<file path="config.mk">
export PLATFORM = sky130hd
export DESIGN_NAME = wrpoll_engine
export DESIGN_NICKNAME = d
export VERILOG_FILES = /design/src/rtl/wrpoll_pkg.sv /design/src/rtl/wrpoll_timer.sv /design/src/rtl/wrpoll_addr_track.sv /design/src/rtl/wrpoll_poll_eval.sv /design/src/rtl/wrpoll_engine.sv
export SDC_FILE = /design/constraint.sdc
export NUM_CORES = 1
export LEC_CHECK = 0
export ABC_AREA = 1
export CAP_MARGIN = 40
export CORE_UTILIZATION = 45
export CTS_CLUSTER_DIAMETER = 80
export CTS_CLUSTER_SIZE = 30
export DETAILED_ROUTE_END_ITERATION = 7
export PLACE_DENSITY = 0.78
export SLEW_MARGIN = 20
export SYNTH_ARGS = -nofsm -noshare
export SYNTH_HDL_FRONTEND = slang
export SYNTH_SLANG_ARGS = --single-unit
</file>
<file path="constraint.sdc">
create_clock -name clk -period 1.62 [get_ports clk]
set_input_delay 0.243 -clock clk [delete_from_list [all_inputs] [get_ports clk]]
set_output_delay 0.243 -clock clk [all_outputs]
set_load 0.03 [all_outputs]
</file>
<file path="src/rtl/wrpoll_pkg.sv">
package wrpoll_pkg;

    typedef enum logic [2:0] {
        ST_IDLE,
        ST_FETCH,
        ST_WRITE,
        ST_POLL_RD,
        ST_POLL_WT,
        ST_DONE,
        ST_FAIL
    } eng_state_t;

    typedef enum logic {
        MODE_DATA   = 1'b0,
        MODE_TOGGLE = 1'b1
    } poll_mode_t;

endpackage

</file>
<file path="src/rtl/wrpoll_timer.sv">
// Saturating cycle counter: expired once LIMIT cycles have passed since clr.
module wrpoll_timer #(
    parameter int LIMIT = 16
) (
    input  logic clk,
    input  logic rst_n,
    input  logic clr,
    output logic expired
);
    localparam int W = $clog2(LIMIT + 2);
    localparam logic [W-1:0] LIM = W'(LIMIT);

    logic [W-1:0] cnt;

    always_ff @(posedge clk or negedge rst_n) begin
        if (!rst_n) begin
            cnt <= '0;
        end else if (clr) begin
            cnt <= '0;
        end else if (!expired) begin
            cnt <= cnt + 1'b1;
        end
    end

    assign expired = (cnt >= LIM);

    // R8 / R9 windows rely on the expiry holding until cleared
    p_expiry_holds_r8: assert property (@(posedge clk) disable iff (!rst_n)
        (expired && !clr) |=> expired)
        else $error("timer expiry dropped without clear");

endmodule

</file>
<file path="src/rtl/wrpoll_addr_track.sv">
// Current write address, bytes remaining and page-end detection.
module wrpoll_addr_track #(
    parameter int AW        = 19,
    parameter int CW        = 12,
    parameter int PAGE_BITS = 8
) (
    input  logic          clk,
    input  logic          rst_n,
    input  logic          load,
    input  logic [AW-1:0] load_addr,
    input  logic [CW-1:0] load_count,
    input  logic          step,
    output logic [AW-1:0] cur_addr,
    output logic [CW-1:0] remain,
    output logic          last_byte,
    output logic          page_last
);
    localparam int OFF_HI = PAGE_BITS - 1;

    always_ff @(posedge clk or negedge rst_n) begin
        if (!rst_n) begin
            cur_addr <= '0;
            remain   <= '0;
        end else if (load) begin
            cur_addr <= load_addr;
            remain   <= load_count;
        end else if (step) begin
            cur_addr <= cur_addr + 1'b1;
            remain   <= remain - 1'b1;
        end
    end

    assign last_byte = (remain == CW'(1));
    assign page_last = &cur_addr[OFF_HI:0];

endmodule

</file>
<file path="src/rtl/wrpoll_poll_eval.sv">
// Holds the last written address/data and judges each poll response.
module wrpoll_poll_eval
    import wrpoll_pkg::*;
#(
    parameter int            AW          = 19,
    parameter int            DW          = 8,
    parameter logic [DW-1:0] READY_MASK  = 8'h80,
    parameter logic [DW-1:0] TOGGLE_MASK = 8'h40
) (
    input  logic          clk,
    input  logic          rst_n,
    input  logic          capture,
    input  logic [AW-1:0] cap_addr,
    input  logic [DW-1:0] cap_data,
    input  poll_mode_t    mode,
    input  logic          rsp_valid,
    input  logic [DW-1:0] rsp_data,
    output logic [AW-1:0] last_addr,
    output logic          hit
);
    logic [DW-1:0] last_data;
    logic [DW-1:0] prev_rsp;
    logic          have_prev;
    logic          data_match;
    logic          toggle_match;

    always_ff @(posedge clk or negedge rst_n) begin
        if (!rst_n) begin
            last_addr <= '0;
            last_data <= '0;
            prev_rsp  <= '0;
            have_prev <= 1'b0;
        end else if (capture) begin
            last_addr <= cap_addr;
            last_data <= cap_data;
            have_prev <= 1'b0;
        end else if (rsp_valid) begin
            prev_rsp  <= rsp_data;
            have_prev <= 1'b1;
        end
    end

    assign data_match   = ((rsp_data ^ last_data) & READY_MASK) == '0;
    assign toggle_match = have_prev && (((rsp_data ^ prev_rsp) & TOGGLE_MASK) == '0);

    always_comb begin
        hit = 1'b0;
        if (rsp_valid) begin
            unique case (mode)
                MODE_DATA:   hit = data_match;
                MODE_TOGGLE: hit = toggle_match;
                default:     hit = 1'b0;
            endcase
        end
    end

endmodule

</file>
<file path="src/rtl/wrpoll_engine.sv">
module wrpoll_engine
    import wrpoll_pkg::*;
#(
    parameter int AW         = 19,
    parameter int CW         = 12,
    parameter int DW         = 8,
    parameter int PAGE_BITS  = 8,
    parameter int GAP_LIMIT  = 25000,
    parameter int POLL_LIMIT = 2600000
) (
    input  logic          clk,
    input  logic          rst_n,
    input  logic          start,
    input  logic [AW-1:0] start_addr,
    input  logic [CW-1:0] byte_count,
    input  logic          poll_mode,
    input  logic          src_valid,
    input  logic [DW-1:0] src_data,
    output logic          src_rdy,
    output logic          mem_req,
    output logic          mem_we,
    output logic [AW-1:0] mem_addr,
    output logic [DW-1:0] mem_wdata,
    input  logic [DW-1:0] mem_rdata,
    output logic          busy,
    output logic          done,
    output logic          timeout
);
    eng_state_t    state, nxt;
    poll_mode_t    mode_q;
    logic [DW-1:0] wdata_q;
    logic          page_open;

    logic [AW-1:0] cur_addr, last_addr;
    logic [CW-1:0] remain;
    logic          last_byte, page_last;
    logic          gap_exp, poll_exp, hit;
    logic          load, accept, in_poll, gap_close;

    assign load      = (state == ST_IDLE) && start && (byte_count != '0);
    assign accept    = src_rdy && src_valid;
    assign in_poll   = (state == ST_POLL_RD) || (state == ST_POLL_WT);
    assign gap_close = (state == ST_FETCH) && page_open && gap_exp;

    wrpoll_addr_track #(.AW(AW), .CW(CW), .PAGE_BITS(PAGE_BITS)) u_addr (
        .clk        (clk),
        .rst_n      (rst_n),
        .load       (load),
        .load_addr  (start_addr),
        .load_count (byte_count),
        .step       (state == ST_WRITE),
        .cur_addr   (cur_addr),
        .remain     (remain),
        .last_byte  (last_byte),
        .page_last  (page_last)
    );

    wrpoll_poll_eval #(.AW(AW), .DW(DW)) u_eval (
        .clk       (clk),
        .rst_n     (rst_n),
        .capture   (state == ST_WRITE),
        .cap_addr  (cur_addr),
        .cap_data  (wdata_q),
        .mode      (mode_q),
        .rsp_valid (state == ST_POLL_WT),
        .rsp_data  (mem_rdata),
        .last_addr (last_addr),
        .hit       (hit)
    );

    wrpoll_timer #(.LIMIT(GAP_LIMIT)) u_gap (
        .clk     (clk),
        .rst_n   (rst_n),
        .clr     (state != ST_FETCH),
        .expired (gap_exp)
    );

    wrpoll_timer #(.LIMIT(POLL_LIMIT)) u_poll (
        .clk     (clk),
        .rst_n   (rst_n),
        .clr     (!in_poll),
        .expired (poll_exp)
    );

    // next-state logic
    always_comb begin
        nxt = state;
        unique case (state)
            ST_IDLE:    if (load) nxt = ST_FETCH;
            ST_FETCH: begin
                if (gap_close)      nxt = ST_POLL_RD;
                else if (src_valid) nxt = ST_WRITE;
            end
            ST_WRITE:   nxt = (last_byte || page_last) ? ST_POLL_RD : ST_FETCH;
            ST_POLL_RD: nxt = ST_POLL_WT;
            ST_POLL_WT: begin
                if (hit)           nxt = (remain == '0) ? ST_DONE : ST_FETCH;
                else if (poll_exp) nxt = ST_FAIL;
                else               nxt = ST_POLL_RD;
            end
            ST_DONE:    nxt = ST_IDLE;
            ST_FAIL:    nxt = ST_IDLE;
            default:    nxt = ST_IDLE;
        endcase
    end

    // state register
    always_ff @(posedge clk or negedge rst_n) begin
        if (!rst_n) state <= ST_IDLE;
        else        state <= nxt;
    end

    // burst context
    always_ff @(posedge clk or negedge rst_n) begin
        if (!rst_n) begin
            mode_q    <= MODE_DATA;
            wdata_q   <= '0;
            page_open <= 1'b0;
        end else begin
            if (load) begin
                mode_q    <= poll_mode_t'(poll_mode);
                page_open <= 1'b0;
            end
            if (accept)              wdata_q   <= src_data;
            if (state == ST_WRITE)   page_open <= 1'b1;
            else if (state == ST_POLL_WT && hit) page_open <= 1'b0;
        end
    end

    // outputs
    always_comb begin
        src_rdy   = 1'b0;
        mem_req   = 1'b0;
        mem_we    = 1'b0;
        mem_addr  = last_addr;
        mem_wdata = wdata_q;
        busy      = 1'b1;
        done      = 1'b0;
        timeout   = 1'b0;
        unique case (state)
            ST_IDLE:    busy = 1'b0;
            ST_FETCH:   src_rdy = !gap_close;
            ST_WRITE: begin
                mem_req  = 1'b1;
                mem_we   = 1'b1;
                mem_addr = cur_addr;
            end
            ST_POLL_RD: mem_req = 1'b1;
            ST_POLL_WT: ;
            ST_DONE:    done = 1'b1;
            ST_FAIL:    timeout = 1'b1;
            default:    busy = 1'b0;
        endcase
    end

    p_rise_needs_start_r2: assert property (@(posedge clk) disable iff (!rst_n)
        $rose(busy) |-> $past(start))
        else $error("busy rose without start");

    p_write_after_accept_r3: assert property (@(posedge clk) disable iff (!rst_n)
        (src_rdy && src_valid) |=> (mem_req && mem_we))
        else $error("accepted byte not written next cycle");

    p_poll_after_page_end_r4: assert property (@(posedge clk) disable iff (!rst_n)
        (mem_req && mem_we && (&mem_addr[PAGE_BITS-1:0])) |=> (mem_req && !mem_we))
        else $error("page end not followed by poll read");

    p_idle_after_done_r7: assert property (@(posedge clk) disable iff (!rst_n)
        done |=> (!busy && !done))
        else $error("engine not idle after done");

    p_idle_after_timeout_r9: assert property (@(posedge clk) disable iff (!rst_n)
        timeout |=> (!busy && !mem_req))
        else $error("engine not idle after timeout");

endmodule

</file>
### Yosys cells after proc, flatten, opt, wreduce, memory -nomap -nowiden

Index checks and enable logic that the tools add are counted.

| cells by class | value |
|---|---|
| add/sub/neg operators | 4 |
| order comparisons | 2 |
| eq/ne operators | 12 |
| mux-type cells | 30 |
| bitwise operators | 4 |
| reductions and logical operators | 23 |

Operators with widths:

| cell | number |
|---|---|
| 2-to-1 mux 19 bit | 3 |
| 2-to-1 mux 22 bit | 2 |
| 2-to-1 mux 15 bit | 2 |
| 2-to-1 mux 12 bit | 2 |
| adder 22 x 1 -> 22 bit (second input constant) | 1 |
| >= comparator 22 bit (second input constant) | 1 |
| adder 19 x 1 -> 19 bit (second input constant) | 1 |
| 2-to-1 mux 3 bit | 6 |
| logical NOT 8 bit | 2 |
| adder 15 x 1 -> 15 bit (second input constant) | 1 |
| >= comparator 15 bit (second input constant) | 1 |
| one-hot mux 3 bit (5 select lines) | 1 |
| equality test 12 x 1 -> 1 bit (second input constant) | 1 |
| logical NOT 12 bit | 1 |
| 2-to-1 mux 1 bit | 12 |
| nonzero test 12 bit | 1 |
| subtractor 12 x 1 -> 12 bit (second input constant) | 1 |
| equality test 3 bit (second input constant) | 3 |
| AND reduction 8 bit | 1 |
| bitwise XOR 8 bit | 1 |
| logical AND 1 bit | 7 |
| bitwise XOR 7 bit | 1 |
| equality test 3 x 2 -> 1 bit (second input constant) | 2 |
| OR reduction 6 bit | 1 |
| 15 further kinds | 20 |

| word-level totals | value |
|---|---|
| register bits | 116 |
| word-level logic and storage cells | 87 |

### Logic depth before layout (Yosys ltp)

| depth | value |
|---|---|
| word-level depth | 8 |
| gate-level depth with buffers | 11 |
| mapped depth without buffers | 11 |

### Cells and area by module

Synthesis repeated with hierarchy kept, for this count alone.

| unflattened totals | value |
|---|---|
| cell total of the unflattened synthesis | 912 |
| area total of the unflattened synthesis | 6393.6 sq um |

Modules (own cells, without submodules):

| module | instances | cells an instance | area an instance (sq um) | seq. area each (sq um) |
|---|---|---|---|---|
| wrpoll_addr_track | 1 | 261 | 1954.4 | 775.7 |
| wrpoll_timer at u_poll | 1 | 223 | 1519.0 | 550.5 |
| wrpoll_timer at u_gap | 1 | 152 | 1034.7 | 375.4 |
| wrpoll_engine | 1 | 171 | 1004.7 | 325.3 |
| wrpoll_poll_eval | 1 | 105 | 880.8 | 550.5 |

### Worst setup path before layout

No wires, ideal clock.

| timing | value |
|---|---|
| path type | register to output |
| start | register state[2] |
| end | output port mem_addr[0] |
| data arrival time | 1.860 ns |
| data required time | 1.377 ns |
| slack | -0.483 ns |
| cell stages (with the launch flop) | 6 |
| buffers on the path | 2 |
| path through | dfrtp_1 -> nor2_4 -> nand2_2 -> buf_6 -> clkbuf_1 -> o21ai_0 |

| between the ends | value |
|---|---|
| longest elaborated chain between the ends | 2 |

RTL lines:

| element | line | RTL |
|---|---|---|
| start, declared | wrpoll_engine.sv:29 | `eng_state_t state, nxt;` |
| start signal, assigned | wrpoll_engine.sv:110 | `else state <= nxt;` |
| equality test 3 x 2 -> 1 bit | wrpoll_engine.sv:140 | `unique case (state)` |
| 2-to-1 mux 19 bit | wrpoll_engine.sv:140 |  |
| end, declared | wrpoll_engine.sv:22 | `output logic [AW-1:0] mem_addr,` |

No other way between the ends.

### Worst setup path in the final report

| timing | value |
|---|---|
| start | register state[1] |
| end | output port mem_addr[9] |

The elaborated chain is that of the path after synthesis.

==> impl_results.md <==
- Outcome: finished with violations
- Failing checks: negative setup slack
- Syn-to-layout area delta: 46.59%
- Leakage power: 3.978 nW
- Total Power: 14.05 mW
- Fin crit share: 117.5%
- Mean post-synth cell area: 7.328 um^2
- CTS tree: built
- Yosys warning count: 0
- Most frequent cells in the layout: nand2_1, dfrtp_1, nand3_1
- Tmin final: 1.903 ns
- Chip Height: 117.7 um
- Hold crit path type: in -> async
- Core area: 0.01282 mm^2
- WP data arrival: 1.66 ns
- Syn nets: 882
- VDD IR max: 0.001019 V
- PwrDens: 1591 mW/mm^2
- Setup-failing EPs final: 39
- Total CTS buffers: 9
- Netlist cell types: 37
- First-pass GRT wire length: 27660 um
- Most common cell after layout, fill and taps aside: nand2_1
- Worst Skew: 0.009790 ns
- Gpl congestion: 0.8914
- WL per Instance: 15.23 um
- Num rows: 41
- Post-synth EDFFs: 0
- Vias in the first global route: 5921
- Chip Width: 117.7 um
- HPWL Detailed: 11440 um
- Max clock buf depth: 2
- Rel. slew slack: 72.20%
- CTS clk-pin slew, worst paths: 0.07 ns
- Largest net degree at the start of global routing: 35
- Post-synth top area share: 42.79%
- Storage element area: 0.002582 mm^2
- Required time worst endpoint: 1.38 ns
- Startpoint types: flop
- Clock sink count: 103
- Post-synthesis cell count: 822
- Least-Margin Pin Slew: 0.4132 ns
- Die area: 0.01385 mm^2
- Starting Density: 46.97%
- Setup Crit Path Kind: reg -> out
- Async SR Flop Fraction: 100.0%
- Buffers on Ports: 78
- Vias: 6272
- Drt initial violations: 443
- Synth Register Bits: 103
- Nets: 1057
- DRC: 0
- Root Driver: clkbuf_16
- Worst slack, placed: -0.2512 ns
- Layout cells sized above 1: 27.37%
- IO Count: 85
- Netlist Area Pre-Place: 0.006023 mm^2
- Setup slack after layout: -0.2828 ns
- Length of the first detailed-routing pass in iterations: 5
- Ranking of synthesized cells by area: dfrtp_1, nand2_1, nand3_1
- Max Slew Vio Count: 0
- Primary FF master, synth: dfrtp_1
- CP max FO: 6
- RSZ-0062 raised after global routing: true
- Fill cells: 965
- Global route overflow: 0
- Tot GR Track Use: 24.65%
- CP endpoint kind: primary output
- Area leader, netlist: dfrtp_1
- # diodes: 0
- Seq/Total Area, Yosys: 42.79%
- Initial antenna violation count: 0
- CTS HTree Levels: 3
- Final hold vios: 0
- Final antenna-violating net count: 0
- Worst skew pair latency: 0.36 ns
- Max cap viols: 0
- Vias per cell: 5.347
- Fmax: 525.5 MHz
- Area taken by multi-input logic gates: 0.003497 mm^2
- Wirelength, routed: 17870 um
==> synth_stat cells, drive strengths merged, types with 2 or more instances <==
cell type and n:
a21oi 17, a31oi 2, buf 15, clkbuf 6
dfrtp 103, ha 8, inv 84, nand2 266
nand3 90, nand4 23, nor2 92, nor3 19
o211ai 16, o21ai 57, or2 2, xnor2 4
xor2 11
==> layout make-up <==
class                   count  share of cell area, %
flip-flops and latches    103                  29.25
inverters                  84                  4.053
clock buffers               9                  2.551
repair buffers            182                  20.63
repair inverters            2                 0.2409
clock inverters             6                  1.233
multi-input cells         615                  39.61
well taps                 172                  2.437
==> through the flow <==
step	setup TNS, ns	hold WS [ns]	util (%)	cells	instance area, um^2
2_1_floorplan	-0.04435	-0.05259	-	822	6289
3_3_place_gp	-5.285	0.1803	59.12	1118	7582
3_5_place_dp	-5.825	0.1861	59.12	1118	7582
4_1_cts	-4.925	0.3386	64.45	1149	8265
5_1_grt	-8.754	0.3650	68.85	1173	8830
6_report	-5.526	0.3371	68.85	1173	8830
==> sequential cells by signal, summed over array words and instances (netlist names) <==
name,flops
mem_wdata,8
page_open,1
u_addr.remain,12
u_gap.cnt,15
state,3
u_eval.last_addr,19
u_poll.cnt,22
u_eval.prev_rsp,1
u_eval.last_data,1
u_addr.cur_addr,19
mode_q,1
u_eval.have_prev,1
==> per-layer routing <==
| layer | vias up | part of all wire (%) | global-route usage (%) |
|---|---|---|---|
| li1 | 3030 | - | - |
| met1 | 2959 | 42 | 31.53 |
| met2 | 239 | 49 | 40.44 |
| met3 | 44 | 6.4 | 5.911 |
| met4 | 0 | 2.9 | 9.054 |
| met5 | - | 0 | 0 |
==> critical path, stage by stage (launching register included) <==
cell and delay (ns):
dfrtp_1 0.38, inv_2 0.07, nor2_4 0.18, nand2_8 0.14, buf_12 0.16, clkinvlp_4 0.11, nand2_4 0.06, nand2_4 0.07
buf_6 0.13
==> what timing repair did <==
| action | CTS | global route |
|---|---|---|
| hold endpoints to repair | 21 | 0 |
| endpoints found under the setup margin | 31 | 89 |
| gates cloned | 3 | 5 |
| pin swaps | 6 | 33 |
| buffers inserted | 13 | 22 |
| hold buffers | 1 | 0 |
| resized for setup | 54 | 115 |
==> power by group <==
part	switching, mW	internal [mW]
clock	0.997	1.50
combinational	4.32	3.20
sequential	0.654	3.37
total	5.97	8.07
==> final timing paths <==
kind / from / end / slack [ns] / depth (start not counted)
max: state[1]$_DFFE_PN0P_ / mem_addr[9] / -0.28 / 8
min: rst_n / mem_wdata[1]$_DFFE_PN0P_ / 0.34 / 2
max reg2reg: state[1]$_DFFE_PN0P_ / u_addr.remain[11]$_DFFE_PN0P_ / -0.09 / 11
min reg2reg: mem_wdata[4]$_DFFE_PN0P_ / mem_wdata[4]$_DFFE_PN0P_ / 0.47 / 2
max in group asynchronous: rst_n / u_gap.cnt[10]$_DFFE_PN0P_ / 0.71 / 3
min in group clk: poll_mode / mode_q$_DFFE_PN0P_ / 0.43 / 3
==> cell families after synthesis <==
group                      share of synthesized area [%]
adders and majority gates                          1.662
xor gates and xnor gates                           2.181
AOI/OAI and AO/OA                                  9.867
DFF                                                42.79
and+or+nand+nor                                    35.44
buffers and inverters                              8.060
Power figures use the tool's default switching activity.
